**config.mk**
```make
export PLATFORM = sky130hd
export DESIGN_NAME = crc16_serial_engine
export DESIGN_NICKNAME = d
export VERILOG_FILES = /design/src/rtl/crc16_pkg.sv /design/src/rtl/crc16_bit_step.sv /design/src/rtl/crc16_bit_sequencer.sv /design/src/rtl/crc16_datapath.sv /design/src/rtl/crc16_result_stage.sv /design/src/rtl/crc16_serial_engine.sv
export SDC_FILE = /design/constraint.sdc
export NUM_CORES = 1
export LEC_CHECK = 0
export BUFFER_PORTS_ARGS = -buffer_cell sky130_fd_sc_hd__buf_4
export CORE_ASPECT_RATIO = 0.6
export CORE_MARGIN = 4
export CORE_UTILIZATION = 40
export CTS_CLUSTER_DIAMETER = 50
export DETAILED_ROUTE_END_ITERATION = 10
export SLEW_MARGIN = 20
export SYNTH_ARGS = -nofsm -noshare
export SYNTH_HDL_FRONTEND = slang
export SYNTH_HIERARCHICAL = 1
export SYNTH_SLANG_ARGS = --single-unit
export TNS_END_PERCENT = 50
```
**constraint.sdc**
```tcl
create_clock -name clk -period 1.9 [get_ports clk]
set_input_delay 0.38 -clock clk [delete_from_list [all_inputs] [get_ports clk]]
set_output_delay 0.38 -clock clk [all_outputs]
set_load 0.005 [all_outputs]
```
**src/rtl/crc16_pkg.sv**
```systemverilog
package crc16_pkg;

   typedef enum logic [0:0] {
      SEQ_IDLE  = 1'b0,
      SEQ_SHIFT = 1'b1
   } seq_state_e;

endpackage

```
**src/rtl/crc16_bit_step.sv**
```systemverilog
module crc16_bit_step #(
   parameter int unsigned        CRC_W = 16,
   parameter logic [CRC_W-1:0]   POLY  = 16'hA001
) (
   input  logic [CRC_W-1:0] crc_i,
   output logic [CRC_W-1:0] crc_o
);

   if (CRC_W < 2) begin : g_bad_width
      $error("crc16_bit_step: CRC_W must be at least 2");
   end

   logic             out_bit;
   logic [CRC_W-1:0] shifted;

   always_comb begin
      out_bit = crc_i[0];
      shifted = {1'b0, crc_i[CRC_W-1:1]};
      crc_o   = out_bit ? (shifted ^ POLY) : shifted;
   end

endmodule

```
**src/rtl/crc16_bit_sequencer.sv**
```systemverilog
module crc16_bit_sequencer
   import crc16_pkg::*;
#(
   parameter int unsigned DATA_W = 8
) (
   input  logic clk,
   input  logic rst_n,
   input  logic sof_i,
   input  logic valid_i,
   input  logic last_i,
   output logic ready_o,
   output logic accept_o,
   output logic shift_o,
   output logic frame_end_o
);

   localparam int unsigned    CNT_W     = $clog2(DATA_W);
   localparam logic [CNT_W-1:0] LAST_STEP = CNT_W'(DATA_W - 1);

   if (DATA_W < 2) begin : g_bad_width
      $error("crc16_bit_sequencer: DATA_W must be at least 2");
   end

   seq_state_e       state_q;
   logic [CNT_W-1:0] cnt_q;
   logic             last_q;
   logic             final_step;

   always_comb begin
      ready_o     = (state_q == SEQ_IDLE);
      accept_o    = valid_i & ready_o;
      shift_o     = (state_q == SEQ_SHIFT) & ~sof_i;
      final_step  = shift_o & (cnt_q == LAST_STEP);
      frame_end_o = final_step & last_q;
   end

   always_ff @(posedge clk) begin
      if (!rst_n) begin
         state_q <= SEQ_IDLE;
         cnt_q   <= '0;
         last_q  <= 1'b0;
      end else if (accept_o) begin
         state_q <= SEQ_SHIFT;
         cnt_q   <= '0;
         last_q  <= last_i;
      end else if (sof_i) begin
         state_q <= SEQ_IDLE;
         cnt_q   <= '0;
         last_q  <= 1'b0;
      end else if (shift_o) begin
         cnt_q <= cnt_q + 1'b1;
         if (final_step) begin
            state_q <= SEQ_IDLE;
         end
      end
   end

   AST_READY_DROPS: assert property (@(posedge clk) disable iff (!rst_n)
      accept_o |=> !ready_o);

   AST_SHIFT_KEEPS_BUSY: assert property (@(posedge clk) disable iff (!rst_n)
      (shift_o && (cnt_q != LAST_STEP)) |=> !ready_o);

   AST_READY_RETURNS: assert property (@(posedge clk) disable iff (!rst_n)
      final_step |=> ready_o);

   AST_SOF_FREES: assert property (@(posedge clk) disable iff (!rst_n)
      (sof_i && !accept_o) |=> ready_o);

endmodule

```
**src/rtl/crc16_datapath.sv**
```systemverilog
module crc16_datapath #(
   parameter int unsigned      DATA_W = 8,
   parameter int unsigned      CRC_W  = 16,
   parameter logic [CRC_W-1:0] POLY   = 16'hA001,
   parameter logic [CRC_W-1:0] INIT   = 16'hFFFF
) (
   input  logic              clk,
   input  logic              rst_n,
   input  logic              sof_i,
   input  logic              accept_i,
   input  logic              shift_i,
   input  logic [DATA_W-1:0] data_i,
   output logic [CRC_W-1:0]  step_o
);

   localparam int unsigned PAD_W = CRC_W - DATA_W;

   if (CRC_W <= DATA_W) begin : g_bad_width
      $error("crc16_datapath: CRC_W must exceed DATA_W");
   end

   logic [CRC_W-1:0] crc_q;
   logic [CRC_W-1:0] step_w;
   logic [CRC_W-1:0] data_ext;

   assign data_ext = {{PAD_W{1'b0}}, data_i};

   crc16_bit_step #(
      .CRC_W (CRC_W),
      .POLY  (POLY)
   ) u_step (
      .crc_i (crc_q),
      .crc_o (step_w)
   );

   always_ff @(posedge clk) begin
      if (!rst_n) begin
         crc_q <= INIT;
      end else if (sof_i) begin
         crc_q <= accept_i ? (INIT ^ data_ext) : INIT;
      end else if (accept_i) begin
         crc_q <= crc_q ^ data_ext;
      end else if (shift_i) begin
         crc_q <= step_w;
      end
   end

   assign step_o = step_w;

   AST_SOF_RELOAD: assert property (@(posedge clk) disable iff (!rst_n)
      (sof_i && !accept_i) |=> (crc_q == INIT));

   AST_IDLE_HOLD: assert property (@(posedge clk) disable iff (!rst_n)
      (!sof_i && !accept_i && !shift_i) |=> $stable(crc_q));

endmodule

```
**src/rtl/crc16_result_stage.sv**
```systemverilog
module crc16_result_stage #(
   parameter int unsigned DATA_W = 8,
   parameter int unsigned CRC_W  = 16
) (
   input  logic              clk,
   input  logic              rst_n,
   input  logic              sof_i,
   input  logic              chk_mode_i,
   input  logic              frame_end_i,
   input  logic [CRC_W-1:0]  step_i,
   output logic              done_o,
   output logic [DATA_W-1:0] lo_o,
   output logic [DATA_W-1:0] hi_o,
   output logic              pass_o,
   output logic              fail_o
);

   localparam int unsigned NUM_LANES = CRC_W / DATA_W;

   if (NUM_LANES * DATA_W != CRC_W) begin : g_bad_split
      $error("crc16_result_stage: CRC_W must be a multiple of DATA_W");
   end

   logic              mode_q;
   logic              done_q;
   logic              pass_q;
   logic              fail_q;
   logic [CRC_W-1:0]  snap_q;
   logic [DATA_W-1:0] lane_w [NUM_LANES];
   logic              zero_w;

   assign zero_w = (step_i == '0);

   always_ff @(posedge clk) begin
      if (!rst_n) begin
         mode_q <= 1'b0;
         done_q <= 1'b0;
         pass_q <= 1'b0;
         fail_q <= 1'b0;
         snap_q <= '0;
      end else begin
         if (sof_i) begin
            mode_q <= chk_mode_i;
         end
         done_q <= frame_end_i;
         pass_q <= frame_end_i & mode_q & zero_w;
         fail_q <= frame_end_i & mode_q & ~zero_w;
         if (frame_end_i) begin
            snap_q <= step_i;
         end
      end
   end

   for (genvar g = 0; g < NUM_LANES; g++) begin : g_lane
      assign lane_w[g] = snap_q[g*DATA_W +: DATA_W];
   end

   assign lo_o   = lane_w[0];
   assign hi_o   = lane_w[NUM_LANES-1];
   assign done_o = done_q;
   assign pass_o = pass_q;
   assign fail_o = fail_q;

   AST_PASS_FAIL_EXCL: assert property (@(posedge clk) disable iff (!rst_n)
      !(pass_o && fail_o));

   AST_FLAG_WITH_DONE: assert property (@(posedge clk) disable iff (!rst_n)
      (pass_o || fail_o) |-> done_o);

   AST_RESULT_HOLD: assert property (@(posedge clk) disable iff (!rst_n)
      !done_o |-> ($stable(lo_o) && $stable(hi_o)));

   AST_GEN_MODE_QUIET: assert property (@(posedge clk) disable iff (!rst_n)
      (!mode_q && !$past(mode_q)) |-> (!pass_o && !fail_o));

endmodule

```
**src/rtl/crc16_serial_engine.sv**
```systemverilog
module crc16_serial_engine #(
   parameter int unsigned      DATA_W = 8,
   parameter int unsigned      CRC_W  = 16,
   parameter logic [CRC_W-1:0] POLY   = 16'hA001,
   parameter logic [CRC_W-1:0] INIT   = 16'hFFFF
) (
   input  logic              clk,
   input  logic              rst_n,
   input  logic              sof_i,
   input  logic              chk_mode_i,
   input  logic              byte_valid_i,
   input  logic [DATA_W-1:0] byte_data_i,
   input  logic              byte_last_i,
   output logic              byte_ready_o,
   output logic              crc_done_o,
   output logic [DATA_W-1:0] crc_lo_o,
   output logic [DATA_W-1:0] crc_hi_o,
   output logic              chk_pass_o,
   output logic              chk_fail_o
);

   if (CRC_W != 2 * DATA_W) begin : g_bad_lanes
      $error("crc16_serial_engine: CRC_W must be twice DATA_W");
   end
   if (POLY[CRC_W-1] != 1'b1) begin : g_bad_poly
      $error("crc16_serial_engine: reflected POLY must have its top bit set");
   end

   logic accept_w;
   logic shift_w;
   logic frame_end_w;
   logic [CRC_W-1:0] step_w;

   crc16_bit_sequencer #(
      .DATA_W (DATA_W)
   ) u_seq (
      .clk         (clk),
      .rst_n       (rst_n),
      .sof_i       (sof_i),
      .valid_i     (byte_valid_i),
      .last_i      (byte_last_i),
      .ready_o     (byte_ready_o),
      .accept_o    (accept_w),
      .shift_o     (shift_w),
      .frame_end_o (frame_end_w)
   );

   crc16_datapath #(
      .DATA_W (DATA_W),
      .CRC_W  (CRC_W),
      .POLY   (POLY),
      .INIT   (INIT)
   ) u_dp (
      .clk      (clk),
      .rst_n    (rst_n),
      .sof_i    (sof_i),
      .accept_i (accept_w),
      .shift_i  (shift_w),
      .data_i   (byte_data_i),
      .step_o   (step_w)
   );

   crc16_result_stage #(
      .DATA_W (DATA_W),
      .CRC_W  (CRC_W)
   ) u_res (
      .clk         (clk),
      .rst_n       (rst_n),
      .sof_i       (sof_i),
      .chk_mode_i  (chk_mode_i),
      .frame_end_i (frame_end_w),
      .step_i      (step_w),
      .done_o      (crc_done_o),
      .lo_o        (crc_lo_o),
      .hi_o        (crc_hi_o),
      .pass_o      (chk_pass_o),
      .fail_o      (chk_fail_o)
   );

   AST_DONE_PULSE: assert property (@(posedge clk) disable iff (!rst_n)
      crc_done_o |=> !crc_done_o);

   AST_DONE_WITH_READY: assert property (@(posedge clk) disable iff (!rst_n)
      crc_done_o |-> byte_ready_o);

endmodule

```
==> results of run 1 <==
==> registers in the layout, summed over array words and instances, names as in the netlist <==
signal and flops:
u_dp/crc_q 16, u_res/done_o 1, u_res/fail_o 1, u_res/mode_q 1, u_res/pass_o 1, u_res/snap_q 16, u_seq/cnt_q 3, u_seq/last_q 1
u_seq/state_q 1
==> metrics by stage <==
stage / hold WS, ns / std cells / cell area [µm²] / worst slack (ns)
6_report: 0.331 / 282 / 2330 / 0.223
5_1_grt: 0.347 / 282 / 2330 / 0.106
4_1_cts: 0.320 / 282 / 2330 / 0.258
3_5_place_dp: 0.461 / 274 / 2230 / 0.198
3_3_place_gp: 0.449 / 274 / 2230 / 0.290
2_1_floorplan: 0.438 / 202 / 2050 / 0.394
==> final timing paths <==
path                            cells past startpoint  slack [ns]             end     startpoint
worst max-delay path                                5        0.22  u_dp/crc_q[12]  u_seq/state_q
worst min-delay path                                3        0.33    u_seq/last_q    byte_last_i
worst max register to register                      5        0.22  u_dp/crc_q[12]  u_seq/state_q
worst min register to register                      2        0.47    u_res/pass_o   u_res/mode_q
==> cell type report <==
type | instances | area share [%]
Timing Repair Buffer | 38 | 13.9
Sequential cell | 41 | 35.2
Clock buffer | 6 | 3.54
Multi-Input combinational cell | 123 | 41.9
Inverter | 9 | 1.45
Clock inverter | 2 | 0.591
Tap cell | 63 | 3.38
==> logic make-up after synthesis <==
family	Yosys count	share of synthesized area, %
muxes	18	8.80
xor gates and xnor gates	2	0.855
and+or+nand+nor	65	22.4
adders and majority gates	2	1.22
DFF	41	40.1
buffers and inverters	38	12.2
AOI/OAI and AO/OA	36	14.4
==> cells in the mapped netlist <==
library cell	instances
xor2_1	2
nand4_1	1
or3b_1	1
mux2i_1	18
nand2_1	2
and2_2	1
o311ai_1	8
dfxtp_1	41
clkbuf_1	3
nand2b_1	1
inv_1	8
or4b_1	8
o211ai_1	8
nor3b_1	2
buf_2	7
inv_2	1
a21boi_1	1
nor2b_4	1
buf_12	1
buf_6	4
buf_4	14
nor2_1	6
nor4_1	4
nor3_1	1
a21oi_1	2
nand3b_1	8
and3_1	1
ha_1	2
o21a_1	1
a211oi_1	8
nor2b_1	20
o211a_1	8
nor4b_1	8
==> power groups by stage <==
stage          logic, mW  registers [mW]  clock network (mW)
2_1_floorplan      0.147           0.914                   0
6_report           0.179           0.910               0.597
3_5_place_dp       0.177           0.931                   0
3_3_place_gp       0.169           0.929                   0
4_1_cts            0.178           0.911               0.620
5_1_grt            0.194           0.914               0.646
==> layer usage <==
metal / global-route usage [%] / vias to the layer above / share of wire [%]
met2: 21.1 / 37 / 45
met4: 3.53 / 0 / 0.34
met3: 4.74 / 2 / 6.1
li1: - / 758 / -
met5: 0 / - / 0
met1: 19.1 / 712 / 49
==> worst max-delay path: cells and delay by family (launching register included) <==
kind / cells / cell delay (ns)
AOI/OAI and AO/OA: 1 / 0.16
and+or+nand+nor: 2 / 0.73
buffers and inverters: 2 / 0.25
DFF: 1 / 0.36
==> flow_summary.toml, run 1 <==
[route]
drt_iter0_markers = 66
via_count = 1509
via_per_inst = 5.35
totalWireLength_mm = 4.36
ant_nets = 0
drc = 0
dr.pass1.iters = 4
routedWlPerCell_um = 15.5

[sta]
hold_viol = 0
timing.final.crit_period_ns = 1.68
fin_setup_tns_ns = 0
fmax_ghz = 0.596
worstMarginPinSlew_ns = 0.578
maxSlewViolCount = 0
maxSlewHeadroom_pct = 61.4
fin_crit_sh_pct = 88.3
rsz0062_at_grt = "no"
skew_ns = 0.00680
setup_viol = 0

[pwr]
p_sw_share_pct = 25.0
p_seq_share_pct = 54.0
clkPwrFrac_pct = 35.4
intPower_mw = 1.26
power_mw = 1.69
p_switching_mw = 0.422
leakage_nw = 0.946
ir_drop_mv = 0.272
power.density_mw_per_mm2 = 724
pwr-share-comb_pct = 10.6

[layout]
layout_common_cells = "41 x dfxtp_1, 35 x buf_4, 20 x nor2b_1"
nets = 234
n_antenna_cell = 0
final_common_cell = "dfxtp_1"
layout-drive-gt1-share_pct = 22.4
multi_input_area_um2 = 977
postLayoutCoreUtil_pct = 49.0
seq_area_um2 = 821
syn_to_final_growth_pct = 13.7
nFillCells = 449

[critical_path]
critPathLaunchType = "flip-flop"
cp.arrival_ns = 1.81
required_ns = 2.03
crit_fanout = 25
end_kind = "flip-flop"
cpPeakStageDelay_ns = 0.50
path_class = "flip-flop to flip-flop"
worstPathCellList = "inv_2 -> nor2_1 -> buf_12 -> nor2b_1 -> o211ai_1"
worst_path_max_delay_cell = "nor2b_1"

[global_routing]
grt_pass1_vias = 1437
grt_overflow = 0
antenna_found_initial = 0
grt_max_degree = 45
grt_pass1_wl_mm = 7.16
grtUsageTotal_pct = 14.0

[floorplan]
io_pins = 34
dieArea_mm2 = 0.00637
num_rows = 19
die_w_um = 100
die_h_um = 63.4
initial_utilization_pct = 43.1
core_mm2 = 0.00475

[cts]
cts_buffers = 5
cts_buffer_depth = 2
cts_num_sinks = 41
clk_pin_slew_worst_paths_ns = 0.08
post-cts-setup-buffer-count = 0
cts_resized = 0
cts-hold-fix-buffers = 0
cts_tree = "built"
cts_max_level = 2
clk_latency_ns = 0.29
ctsRootBufferMaster = "clkbuf_8"

[yosys]
syn-cell-area_mm2 = 0.00205
syn_nets = 218
syn_area_per_cell_um2 = 10.1
ys_seq_area_share_pct = 40.1
synth_cell_types = 33
yosysWarnings = 6
synth_top_area_share_pct = 40.1
ys_ff_latch = 41
synth_area_leaders = "dfxtp_1 40%, mux2i_1 8.8%, nor2b_1 6.1%, buf_4 5.1%, o211a_1 3.9%"
syn_inst = 202
yosysTopAreaCell = "dfxtp_1"

[placed_design]
gp_congestion = 0.789
portBuffers = 33
dp_hpwl_mm = 2.97

[worst_hold_path]
hold_class = "input port to flip-flop"

[outcome]
status = "complete, no violations"

[run]
maxCapViolations = 0
Power figures use the tool's default switching activity.
==> run 2: changes to the inputs <==
BUFFER_PORTS_ARGS = default   (was -buffer_cell sky130_fd_sc_hd__buf_4)
DONT_BUFFER_PORTS = 1   (was default)
==> flow_summary.toml, run 2 (synthesis results as in run 1) <==
[floorplan]
core_mm2 = 0.00475
initial_utilization_pct = 43.1
dieArea_mm2 = 0.00637
num_rows = 19
io_pins = 34
die_w_um = 100
die_h_um = 63.4

[critical_path]
path_class = "flip-flop to flip-flop"
crit_fanout = 25
cp.arrival_ns = 1.80
worstPathCellList = "inv_2 -> nor2_1 -> buf_4 -> nor2b_1 -> o211ai_1"
end_kind = "flip-flop"
critPathLaunchType = "flip-flop"
required_ns = 2.03
worst_path_max_delay_cell = "nor2b_1"
cpPeakStageDelay_ns = 0.52

[global_routing]
grt_max_degree = 45
grt_pass1_wl_mm = 6.95
grt_pass1_vias = 1331
antenna_found_initial = 0
grtUsageTotal_pct = 13.5
grt_overflow = 0

[sta]
maxSlewViolCount = 0
fin_crit_sh_pct = 87.6
setup_slack_ns = 0.235
maxSlewHeadroom_pct = 61.6
rsz0062_at_grt = "no"
worstMarginPinSlew_ns = 0.575
fin_setup_tns_ns = 0
timing.final.crit_period_ns = 1.66
skew_ns = 0.00380
hold_viol = 0
fmax_ghz = 0.601
setup_viol = 0

[cts]
clk_latency_ns = 0.28
cts_num_sinks = 41
post-cts-setup-buffer-count = 0
cts_buffer_depth = 2
ctsRootBufferMaster = "clkbuf_8"
cts_resized = 0
cts-hold-fix-buffers = 0
cts_max_level = 2
cts_buffers = 5
cts_tree = "built"
clk_pin_slew_worst_paths_ns = 0.08

[placed_design]
post-place-cells = 240
dp_hpwl_mm = 2.85
portBuffers = 0
dpl_cell_area_mm2 = 0.00195
dp_slack_ns = 0.269
gp_congestion = 0.759

[route]
drt_iter0_markers = 95
dr.pass1.iters = 7
totalWireLength_mm = 4.15
via_count = 1405
ant_nets = 0
via_per_inst = 5.67
drc = 0
routedWlPerCell_um = 16.7

[outcome]
status = "complete, no violations"

[pwr]
leakage_nw = 0.770
intPower_mw = 1.37
pwr-share-comb_pct = 7.0
clkPwrFrac_pct = 41.2
ir_drop_mv = 0.294
p_sw_share_pct = 21.9
p_seq_share_pct = 51.8
p_switching_mw = 0.385
power.density_mw_per_mm2 = 849

[worst_hold_path]
hold_class = "input port to flip-flop"

[layout]
final_cell_area_mm2 = 0.00207
finalNonFillerCells = 248
nets = 200
n_antenna_cell = 0
layout_common_cells = "41 x dfxtp_1, 20 x nor2b_1, 18 x mux2i_1"
syn_to_final_growth_pct = 1.04
final_common_cell = "dfxtp_1"
reg_top3 = "u_dp/crc_q: 16 flops, u_res/snap_q: 16 flops, u_seq/cnt_q: 3 flops"
layout-drive-gt1-share_pct = 7.57

[run]
maxCapViolations = 0
-- run 2: worst max-delay path, delay by kind of cell, from the launching register on --
family | cells | cell delay (ns)
DFF | 1 | 0.35
buffers and inverters | 2 | 0.34
AOI/OAI and AO/OA | 1 | 0.15
and+or+nand+nor | 2 | 0.67
-- run 2: through the flow --
stage	utilization (%)	total power [mW]	hold slack (ns)
CTS	43.5	1.78	0.165
floorplan	-	1.06	0.438
global placement	41.1	1.05	0.451
finish	43.5	1.76	0.179
global route	43.5	1.83	0.172
detailed placement	41.1	1.05	0.464
-- run 2: path summary, 6_finish.rpt --
kind,start,depth (start not counted),slack (ns),endpoint
setup reg to reg,u_seq/state_q,5,0.24,u_dp/crc_q[8]
hold / removal,rst_n,1,0.18,u_dp/crc_q[1]
setup / recovery,u_seq/state_q,5,0.24,u_dp/crc_q[8]
hold reg to reg,u_res/mode_q,2,0.48,u_res/pass_o
-- run 2: cell type report --
class | instances | area, µm²
clock buffers | 7 | 86.3
multi-input cells | 123 | 977
repair buffers | 4 | 42.5
flip-flops and latches | 41 | 821
clock inverters | 1 | 30.0
inverters | 9 | 33.8
fillers | 451 | 2690
well taps | 63 | 78.8
-- run 2: power groups by stage --
| stage | Clock [mW] | Combinational (mW) | Sequential [mW] |
|---|---|---|---|
| 3_5_place_dp | 0 | 0.122 | 0.931 |
| 4_1_cts | 0.743 | 0.122 | 0.910 |
| 5_1_grt | 0.776 | 0.136 | 0.915 |
| 6_report | 0.723 | 0.123 | 0.910 |
| 3_3_place_gp | 0 | 0.116 | 0.929 |
| 2_1_floorplan | 0 | 0.147 | 0.914 |
-- run 2: metal layers --
metal	part of all wire (%)	vias to the layer above	global-route usage (%)
li1	-	696	-
met1	48	659	19.0
met2	42	46	19.6
met3	8.9	4	5.40
met4	0.46	0	2.02
met5	0	-	0
==> run 3: changes to the inputs <==
RECOVER_POWER = 50   (was default)
==> flow_summary.toml, run 3 (synthesis results as in run 1) <==
[outcome]
status = "complete, no violations"

[critical_path]
cp.arrival_ns = 1.81
required_ns = 2.03
crit_family = "simple AND/OR/NAND/NOR gates"
path_class = "flip-flop to flip-flop"
timing.critical_path.buf_inv = 2
end_kind = "flip-flop"
cpPeakStageDelay_ns = 0.52
critPathLaunchType = "flip-flop"
worstPathCellList = "inv_1 -> nor2_1 -> buf_4 -> nor2b_1 -> o211ai_1"
crit_fanout = 25
worst_path_max_delay_cell = "nor2b_1"

[pwr]
leakage_nw = 0.770
p_seq_share_pct = 51.8
power.density_mw_per_mm2 = 848
clkPwrFrac_pct = 41.2
ir_drop_mv = 0.294
p_sw_share_pct = 21.8
p_switching_mw = 0.383
intPower_mw = 1.37
pwr-share-comb_pct = 7.0

[layout]
layout-drive-gt1-share_pct = 7.03
final_common_cell = "dfxtp_1"
nets = 200
reg_top3 = "u_dp/crc_q: 16 flops, u_res/snap_q: 16 flops, u_seq/cnt_q: 3 flops"
n_antenna_cell = 0
syn_to_final_growth_pct = 1.04
layout_common_cells = "41 x dfxtp_1, 20 x nor2b_1, 18 x mux2i_1"
finalNonFillerCells = 248
final_cell_area_mm2 = 0.00207

[cts]
cts_buffer_depth = 2
cts_num_sinks = 41
clk_pin_slew_worst_paths_ns = 0.08
cts_resized = 0
ctsRootBufferMaster = "clkbuf_8"
cts_buffers = 5
post-cts-setup-buffer-count = 0
cts-hold-fix-buffers = 0
cts_max_level = 2
clk_latency_ns = 0.28
cts_tree = "built"

[worst_hold_path]
hold_class = "input port to flip-flop"

[global_routing]
grt_pass1_wl_mm = 6.95
grtUsageTotal_pct = 13.5
top_usage_layer = "met2"
grt_max_degree = 45
grt_util_met2_pct = 19.6
grt_overflow = 0
grt_pass1_vias = 1331
use_met3_pct = 5.40
antenna_found_initial = 0
grt_use_met1_pct = 19.0

[sta]
maxSlewHeadroom_pct = 61.6
hold_viol = 0
skew_ns = 0.00380
fin_setup_tns_ns = 0
rsz0062_at_grt = "no"
maxSlewViolCount = 0
worstMarginPinSlew_ns = 0.575
fmax_ghz = 0.597
fin_crit_sh_pct = 88.1
setup_viol = 0
timing.final.crit_period_ns = 1.67

[placed_design]
portBuffers = 0
gp_congestion = 0.759
post-place-cells = 240
dp_hpwl_mm = 2.85
dpl_cell_area_mm2 = 0.00195

[route]
totalWireLength_mm = 4.14
via_per_inst = 5.64
drt_iter0_markers = 95
ant_nets = 0
via_count = 1398
drc = 0
routedWlPerCell_um = 16.7
dr.pass1.iters = 7

[floorplan]
io_pins = 34
die_w_um = 100
initial_utilization_pct = 43.1
dieArea_mm2 = 0.00637
num_rows = 19
core_mm2 = 0.00475
die_h_um = 63.4

[run]
maxCapViolations = 0
run 3: routing by layer:
layer  vias to the layer above  wire, µm  part of all wire (%)
met3                         2       352                   8.5
met2                        40      1750                    42
met1                       660      2020                    49
met4                         0        15                  0.36
li1                        696         -                     -
met5                         -         0                     0
run 3: path summary, 6_finish.rpt:
kind | endpoint | slack (ns) | from | cells after the start
setup / recovery | u_dp/crc_q[8] | 0.23 | u_seq/state_q | 5
hold / removal | u_dp/crc_q[1] | 0.18 | rst_n | 1
setup reg to reg | u_dp/crc_q[8] | 0.23 | u_seq/state_q | 5
hold reg to reg | u_res/pass_o | 0.48 | u_res/mode_q | 2
run 3: cell type report:
class | instances | area [µm²]
clock buffers | 7 | 86.3
clock inverters | 1 | 30.0
flip-flops and latches | 41 | 821
repair buffers | 4 | 42.5
inverters | 9 | 33.8
well taps | 63 | 78.8
multi-input cells | 123 | 977
fillers | 451 | 2690
run 3: stage by stage:
step / power (mW) / setup WS (ns) / utilization [%] / hold WS (ns)
after floorplan: 1.06 / 0.394 / - / 0.438
after global placement: 1.05 / 0.398 / 41.1 / 0.451
after detailed placement: 1.05 / 0.269 / 41.1 / 0.464
after CTS: 1.78 / 0.259 / 43.5 / 0.165
after global routing: 1.83 / 0.0825 / 43.5 / 0.172
final: 1.76 / 0.225 / 43.5 / 0.179
run 3: power by group through the flow:
stage	clock (mW)	combinational (mW)	sequential, mW
finish	0.723	0.123	0.910
global route	0.776	0.136	0.915
CTS	0.743	0.122	0.910
detailed placement	0	0.122	0.931
global placement	0	0.116	0.929
floorplan	0	0.147	0.914
